`src/rtl/lu_pkg.sv`:
```
// Package: register indices and bit positions shared by the lite UART block.
// Assumes register index comes from byte address bits [3:2].
package lu_pkg;
    typedef enum logic [1:0] {
        REG_RXD  = 2'd0,
        REG_TXD  = 2'd1,
        REG_STAT = 2'd2,
        REG_CTRL = 2'd3
    } lu_reg_e;

    localparam int ST_RXAVAIL = 0;
    localparam int ST_RXFULL  = 1;
    localparam int ST_TXEMPTY = 2;
    localparam int ST_TXFULL  = 3;
    localparam int ST_PEND    = 4;
    localparam int ST_OVR     = 5;

    localparam int CT_TXFLUSH = 0;
    localparam int CT_RXFLUSH = 1;
    localparam int CT_IRQEN   = 4;
endpackage

```
`src/rtl/lu_rx_fifo.sv`:
```
// Receive FIFO: circular buffer tracked by a write slot and an occupancy count.
// The read slot is derived as write slot minus count. Assumes DEPTH is a power of two.
// Pop on empty is ignored. Flush wins over push and pop.
module lu_rx_fifo #(
    parameter int DEPTH = 8,
    parameter int W     = 8,
    localparam int AW   = $clog2(DEPTH),
    localparam int CW   = $clog2(DEPTH + 1)
) (
    input  logic          clk,
    input  logic          rst_n,
    input  logic          push,
    input  logic [W-1:0]  push_data,
    input  logic          pop,
    input  logic          flush,
    output logic [W-1:0]  head,
    output logic [CW-1:0] cnt,
    output logic [CW-1:0] cnt_nxt
);
    logic [W-1:0]  mem [DEPTH];
    logic [AW-1:0] wslot;
    logic [AW-1:0] rslot;
    logic          pop_ok;

    // Oldest entry sits count places behind the write slot.
    always_comb rslot = wslot - cnt[AW-1:0];
    assign head   = mem[rslot];
    assign pop_ok = pop && (cnt != '0);

    // Next occupancy, also used for the pending flag.
    always_comb begin
        if (flush) cnt_nxt = '0;
        else       cnt_nxt = cnt + CW'(push) - CW'(pop_ok);
    end

    // Write slot, count and storage update.
    always_ff @(posedge clk) begin
        if (!rst_n) begin
            wslot <= '0;
            cnt   <= '0;
            for (int i = 0; i < DEPTH; i++) mem[i] <= '0;
        end else begin
            cnt <= cnt_nxt;
            if (flush) begin
                wslot <= '0;
            end else if (push) begin
                mem[wslot] <= push_data;
                wslot      <= wslot + 1'b1;
            end
        end
    end
endmodule

```
`src/rtl/lu_tx_fifo.sv`:
```
// Transmit FIFO: read and write pointers plus a count. Caller gates push on not full.
// Assumes DEPTH is a power of two. Flush wins over push and pop.
module lu_tx_fifo #(
    parameter int DEPTH = 16,
    parameter int W     = 8,
    localparam int AW   = $clog2(DEPTH),
    localparam int CW   = $clog2(DEPTH + 1)
) (
    input  logic          clk,
    input  logic          rst_n,
    input  logic          push,
    input  logic [W-1:0]  push_data,
    input  logic          pop,
    input  logic          flush,
    output logic [W-1:0]  head,
    output logic [CW-1:0] cnt
);
    logic [W-1:0]  mem [DEPTH];
    logic [AW-1:0] wp;
    logic [AW-1:0] rp;

    assign head = mem[rp];

    // Pointer, count and storage update.
    always_ff @(posedge clk) begin
        if (!rst_n) begin
            wp  <= '0;
            rp  <= '0;
            cnt <= '0;
            for (int i = 0; i < DEPTH; i++) mem[i] <= '0;
        end else if (flush) begin
            wp  <= '0;
            rp  <= '0;
            cnt <= '0;
        end else begin
            if (push) begin
                mem[wp] <= push_data;
                wp      <= wp + 1'b1;
            end
            if (pop) rp <= rp + 1'b1;
            cnt <= cnt + CW'(push) - CW'(pop);
        end
    end
endmodule

```
`src/rtl/lu_lane.sv`:
```
// Byte-lane steering for byte-wide accesses; word accesses pass straight through.
// Assumes a 32-bit bus and the lane already resolved for endianness.
module lu_lane (
    input  logic        byte_acc,
    input  logic [1:0]  lane,
    input  logic [31:0] wdata,
    input  logic [31:0] rval,
    output logic [31:0] wval,
    output logic [31:0] rdata
);
    logic [4:0] sh;
    assign sh = {lane, 3'b000};

    // Pick the write byte from its lane, or place the read byte into its lane.
    always_comb begin
        if (byte_acc) begin
            wval  = {24'b0, wdata[sh +: 8]};
            rdata = {24'b0, rval[7:0]} << sh;
        end else begin
            wval  = wdata;
            rdata = rval;
        end
    end
endmodule

```
`src/rtl/lite_uart_regs.sv`:
```
// Lite UART register block: four word registers on a single-cycle strobe bus,
// an 8-entry receive FIFO fed by a stream, a 16-entry transmit FIFO drained to a stream,
// and a level interrupt. Assumes bus_rd and bus_wr are one-cycle strobes; write wins.
module lite_uart_regs
    import lu_pkg::*;
#(
    parameter int RX_DEPTH = 8,
    parameter int TX_DEPTH = 16,
    localparam int RX_CW   = $clog2(RX_DEPTH + 1),
    localparam int TX_CW   = $clog2(TX_DEPTH + 1)
) (
    input  logic        clk,
    input  logic        rst_n,
    input  logic        big_endian,
    input  logic [3:0]  bus_addr,
    input  logic        bus_byte,
    input  logic        bus_wr,
    input  logic        bus_rd,
    input  logic [31:0] bus_wdata,
    output logic [31:0] bus_rdata,
    input  logic [7:0]  rx_data,
    input  logic        rx_valid,
    output logic        rx_ready,
    output logic [7:0]  tx_data,
    output logic        tx_valid,
    input  logic        tx_ready,
    output logic        irq
);
    lu_reg_e            sel;
    logic [1:0]         lane;
    logic [31:0]        wval, rval;
    logic               rd_s;
    logic [31:0]        ctrl_q, txd_q;
    logic               pend_q, ovr_q;
    logic [7:0]         stat;
    logic [7:0]         rx_head;
    logic [RX_CW-1:0]   rx_cnt, rx_cnt_nxt;
    logic [TX_CW-1:0]   tx_cnt;
    logic               rx_full, tx_full;
    logic               rx_flush, tx_flush, rx_pop, tx_push, tx_pop, tx_wr, st_rd, drop;

    assign sel  = lu_reg_e'(bus_addr[3:2]);
    assign lane = big_endian ? ~bus_addr[1:0] : bus_addr[1:0];
    assign rd_s = bus_rd && !bus_wr;

    lu_lane u_lane (
        .byte_acc (bus_byte),
        .lane     (lane),
        .wdata    (bus_wdata),
        .rval     (rval),
        .wval     (wval),
        .rdata    (bus_rdata)
    );

    // Access decode into FIFO and flag strobes.
    always_comb begin
        rx_flush = bus_wr && (sel == REG_CTRL) && wval[CT_RXFLUSH];
        tx_flush = bus_wr && (sel == REG_CTRL) && wval[CT_TXFLUSH];
        tx_wr    = bus_wr && (sel == REG_TXD);
        tx_push  = tx_wr && !tx_full;
        rx_pop   = rd_s && (sel == REG_RXD);
        st_rd    = rd_s && (sel == REG_STAT);
    end

    assign rx_full  = (rx_cnt == RX_CW'(RX_DEPTH));
    assign tx_full  = (tx_cnt == TX_CW'(TX_DEPTH));
    assign rx_ready = !rx_full && !rx_flush;
    assign drop     = rx_valid && !rx_ready && !rx_flush;
    assign tx_valid = (tx_cnt != '0);
    assign tx_pop   = tx_valid && tx_ready;

    lu_rx_fifo #(.DEPTH(RX_DEPTH), .W(8)) u_rx (
        .clk       (clk),
        .rst_n     (rst_n),
        .push      (rx_valid && rx_ready),
        .push_data (rx_data),
        .pop       (rx_pop),
        .flush     (rx_flush),
        .head      (rx_head),
        .cnt       (rx_cnt),
        .cnt_nxt   (rx_cnt_nxt)
    );

    lu_tx_fifo #(.DEPTH(TX_DEPTH), .W(8)) u_tx (
        .clk       (clk),
        .rst_n     (rst_n),
        .push      (tx_push),
        .push_data (wval[7:0]),
        .pop       (tx_pop),
        .flush     (tx_flush),
        .head      (tx_data),
        .cnt       (tx_cnt)
    );

    // Control, last transmit value and the sticky flags.
    always_ff @(posedge clk) begin
        if (!rst_n) begin
            ctrl_q <= '0;
            txd_q  <= '0;
            pend_q <= 1'b0;
            ovr_q  <= 1'b0;
        end else begin
            if (bus_wr && sel == REG_CTRL) ctrl_q <= wval;
            if (tx_wr)                     txd_q  <= wval;
            pend_q <= (pend_q && !st_rd) || tx_wr || (rx_cnt_nxt != '0);
            ovr_q  <= (ovr_q && !st_rd) || drop;
        end
    end

    // Status byte assembled from live FIFO levels and flags.
    always_comb begin
        stat             = '0;
        stat[ST_RXAVAIL] = (rx_cnt != '0);
        stat[ST_RXFULL]  = rx_full;
        stat[ST_TXEMPTY] = (tx_cnt == '0);
        stat[ST_TXFULL]  = tx_full;
        stat[ST_PEND]    = pend_q;
        stat[ST_OVR]     = ovr_q;
    end

    // Register read mux.
    always_comb begin
        unique case (sel)
            REG_RXD:  rval = {24'b0, rx_head};
            REG_TXD:  rval = txd_q;
            REG_STAT: rval = {24'b0, stat};
            default:  rval = ctrl_q;
        endcase
    end

    assign irq = pend_q && ctrl_q[CT_IRQEN];
endmodule

```
`config.mk`:
```
export PLATFORM = sky130hd
export DESIGN_NAME = lite_uart_regs
export DESIGN_NICKNAME = d
export VERILOG_FILES = /design/src/rtl/lu_pkg.sv /design/src/rtl/lu_rx_fifo.sv /design/src/rtl/lu_tx_fifo.sv /design/src/rtl/lu_lane.sv /design/src/rtl/lite_uart_regs.sv
export SDC_FILE = /design/constraint.sdc
export NUM_CORES = 1
export LEC_CHECK = 0
export BUFFER_PORTS_ARGS = -buffer_cell sky130_fd_sc_hd__buf_2
export CORE_ASPECT_RATIO = 1.1
export CORE_UTILIZATION = 55
export DETAILED_ROUTE_END_ITERATION = 7
export PLACE_DENSITY_LB_ADDON = 0.3
export SKIP_LAST_GASP = 1
export SYNTH_ARGS = -nofsm -noshare
export SYNTH_HDL_FRONTEND = slang
export SYNTH_SLANG_ARGS = --single-unit
```
`constraint.sdc`:
```
create_clock -name clk -period 3.4 [get_ports clk]
set_input_delay 0.34 -clock clk [delete_from_list [all_inputs] [get_ports clk]]
set_output_delay 0.34 -clock clk [all_outputs]
set_load 0.03 [all_outputs]
```
==> key figures <==
Outcome
  • Status: finished with violations
  • Failing checks: setup timing

Timing
  • Worst slew pin tran: around 1300 ps
  • Worst-case clock skew: 19.82 ps
  • Fin Setup TNS: -92.65 ps
  • # setup viols final: 4
  • RSZ-0062 raised after global routing: yes
  • Fmax: between 200 and 300 MHz
  • Slew HR: 12.72%
  • Fin crit period: approximately 3400 ps
  • Part of the cycle the worst path needs: 100.8%
  • Hold WS: 187.1 ps
  • Final Max Slew Viols: 0
  • Final number of hold-violating endpoints: 0
  • Final WS setup: -25.54 ps

Synth
  • Cell with the most instances after synthesis: nor2_1
  • Post-synthesis cell count: between 1000 and 1500
  • Synth top cells by count: nor2_1 (234), edfxtp_1 (192), nand2_1 (137)
  • Post-synth EDFFs: 192
  • Post-synth top area share: 40.06%
  • Net Count, Synth: 1400
  • Top post-synthesis cells by area: edfxtp_1 (40%), dfxtp_1 (13%), mux4_2 (8.8%)
  • Area leader, netlist: edfxtp_1
  • Async SR Flop Fraction: 0%
  • Post-synthesis sequential area ratio: between 50 and 60%
  • Yosys cell types: 62
  • Avg Inst Size Synth: 10.85 um^2
  • Primary FF master, synth: edfxtp_1
  • Flops & latches, synth: 282
  • Syn Std Cell Area: 14390 um^2
  • Ys Warns: 0

CTS
  • Worst-Skew Late Latency: 550 ps
  • CTS tree: built
  • Cts bufs inserted: 28
  • Worst-path clk slew: 70 ps
  • Root buffer cell: clkbuf_16
  • Clock sink total: 282
  • Max Buffers Root-to-Sink: 3
  • H-Tree Depth: 1

Cells and area
  • Layout Nets: 1490
  • Share of cells above drive strength 1: between 20% and 30%
  • # diodes: 0
  • # fillers: a little under 2000
  • Layout area overhead: 16.80%

Floorplan
  • Die Wd: around 160 um
  • Die area: 26820 um^2
  • Placeable Area: 25490 um^2
  • FP Rows: just over 60
  • Die Ht: ~170 um
  • Top Ports: 95
  • Initial core utilization: a little under three fifths

Setup path
  • Crit Path Max Fanout: 8
  • Critical path type: reg2out
  • R2R Setup Slk: 210 ps
  • Worst Path Arrival: 3090 ps
  • CP endpoint kind: primary output
  • Critical Path RT: 3060 ps
  • Startpoint Class: flop

Detailed routing
  • Antenna Nets Post-Route: 0
  • Vias: roughly 11000
  • Final WL: 37.91 mm
  • Iteration count of the initial detailed-routing pass: 5
  • DR vias/cell: approximately 6.1
  • Routed WL per cell: 21.25 um
  • Drt drc: 0
  • Initial DRC Count: about 850

Min path
  • Hold Crit Class: in2reg

Job
  • Max-cap viol count: 0

Power and ir drop
  • Leakage dissipation: 6.296 nW
  • Clock share of power: 31.4%
  • Worst IR Drop VDD: 0.6988 mV
  • Seq pwr share: 38.4%
  • Sw frac: 31.19%
  • Internal power: about 7.2 mW
  • Net Switching: 3.258 mW
  • Power Dens Cells: approximately 620 nW/um^2
  • Combinational power share: between 30% and 40%

Global route
  • Initial antenna violation count: 0
  • GRT Overall Usage: just under 30%
  • Grt ovf: 0
  • First-pass GRT wire length: 59.00 mm
  • Vias in the first global route: 10664
  • Largest net degree at the start of global routing: 89

Placement
  • Global placement routability congestion: 0.9218
  • Final HPWL DP: 25.34 mm
  • Port Buffers: 94
## metrics by stage
| stage | area, um^2 | std cells | setup WS [ps] | power [mW] | utilization (%) |
|---|---|---|---|---|---|
| 2_1_floorplan | 14390 | 1326 | 79.70 | 5.954 | - |
| 3_3_place_gp | 15320 | 1724 | 219.7 | 6.756 | 60.08 |
| 3_5_place_dp | 15320 | 1724 | 186.5 | 6.806 | 60.08 |
| 4_1_cts | 16700 | 1781 | -144.5 | 10.44 | 65.51 |
| 5_1_grt | 16810 | 1784 | -99.18 | 10.81 | 65.94 |
| 6_report | 16810 | 1784 | -25.54 | 10.45 | 65.94 |
## timing repair
action	in CTS	in global routing
gates resized for setup	88	27
hold buffers	0	0
pin swaps	17	13
setup buffers	4	4
gates cloned	1	0
hold endpoints to repair	0	0
setup endpoints to repair	30	30
## layout make-up
cell class | instances | area, um^2 | area share [%]
Clock buffer | 33 | 762.0 | 4.533
Clock inverter | 19 | 219.0 | 1.303
Inverter | 27 | 101.3 | 0.6029
Multi-Input combinational cell | 911 | 6523 | 38.80
Sequential cell | 282 | 7575 | 45.06
Tap cell | 346 | 432.9 | 2.575
Timing Repair Buffer | 166 | 1197 | 7.123
## power by group through the flow
| stage | combinational (mW) | clock [mW] | sequential (mW) |
|---|---|---|---|
| 2_1_floorplan | 1.95 | 0 | 4.00 |
| 3_3_place_gp | 2.69 | 0 | 4.07 |
| 3_5_place_dp | 2.73 | 0 | 4.08 |
| 4_1_cts | 3.11 | 3.32 | 4.01 |
| 5_1_grt | 3.34 | 3.44 | 4.03 |
| 6_report | 3.16 | 3.28 | 4.01 |
## cell usage in the layout (no fill, tap or decap), types with 41 or more instances in the layout
cell type and n:
nor2b_1 41, mux4_2 56, buf_2 66, dfxtp_1 86, a21boi_0 48, buf_4 76
nor2_1 231, edfxtp_1 192, mux2i_1 41, nand4_1 68, nand2_1 137
## registers in the layout, summed over array words and instances (netlist names), named ones only
name        cells
txd_q          32
u_tx.wp         4
u_tx.rp         4
pend_q          1
u_tx.cnt        5
u_tx.mem      128
u_rx.mem       64
ovr_q           1
u_rx.wslot      3
u_rx.cnt        4
ctrl_q         32
## metal layers
metal / up-vias / track usage [%] / part of all wire, %
li1: 4997 / - / -
met5: - / 0 / 0
met1: 5306 / 35.99 / 38
met4: 0 / 12.28 / 4.5
met2: 453 / 50.64 / 51
met3: 105 / 3.578 / 6.6
## worst max-delay path: stages (launching register included)
cell,delay [ps]
dfxtp_2,330
inv_2,70
ha_4,120
inv_2,30
fa_2,600
buf_12,150
mux4_2,330
mux2i_4,230
nor2_2,60
a211oi_2,140
buf_4,190
o22ai_4,90
buf_6,210
## path summary, 6_finish.rpt
kind | endpoint | startpoint | depth (start not counted)
setup reg to reg | u_tx.cnt[4] | u_tx.cnt[2] | 14
hold reg to reg | ctrl_q[10] | ctrl_q[10] | 2
setup / recovery | bus_rdata[8] | u_rx.wslot[0] | 12
hold / removal | ovr_q | rx_valid | 3
## logic make-up after synthesis
kind of cell	count (synthesis)	share of synthesized area, %
adder cells (fa/ha/maj)	22	2.069
AO/OA/AOI/OAI	191	9.059
flip-flops	282	52.58
AND/OR/NAND/NOR	575	18.70
buffers and inverters	133	4.121
multiplexers	109	12.53
XOR/XNOR	14	0.9476
Note: power is estimated with default switching activity, not from simulation.
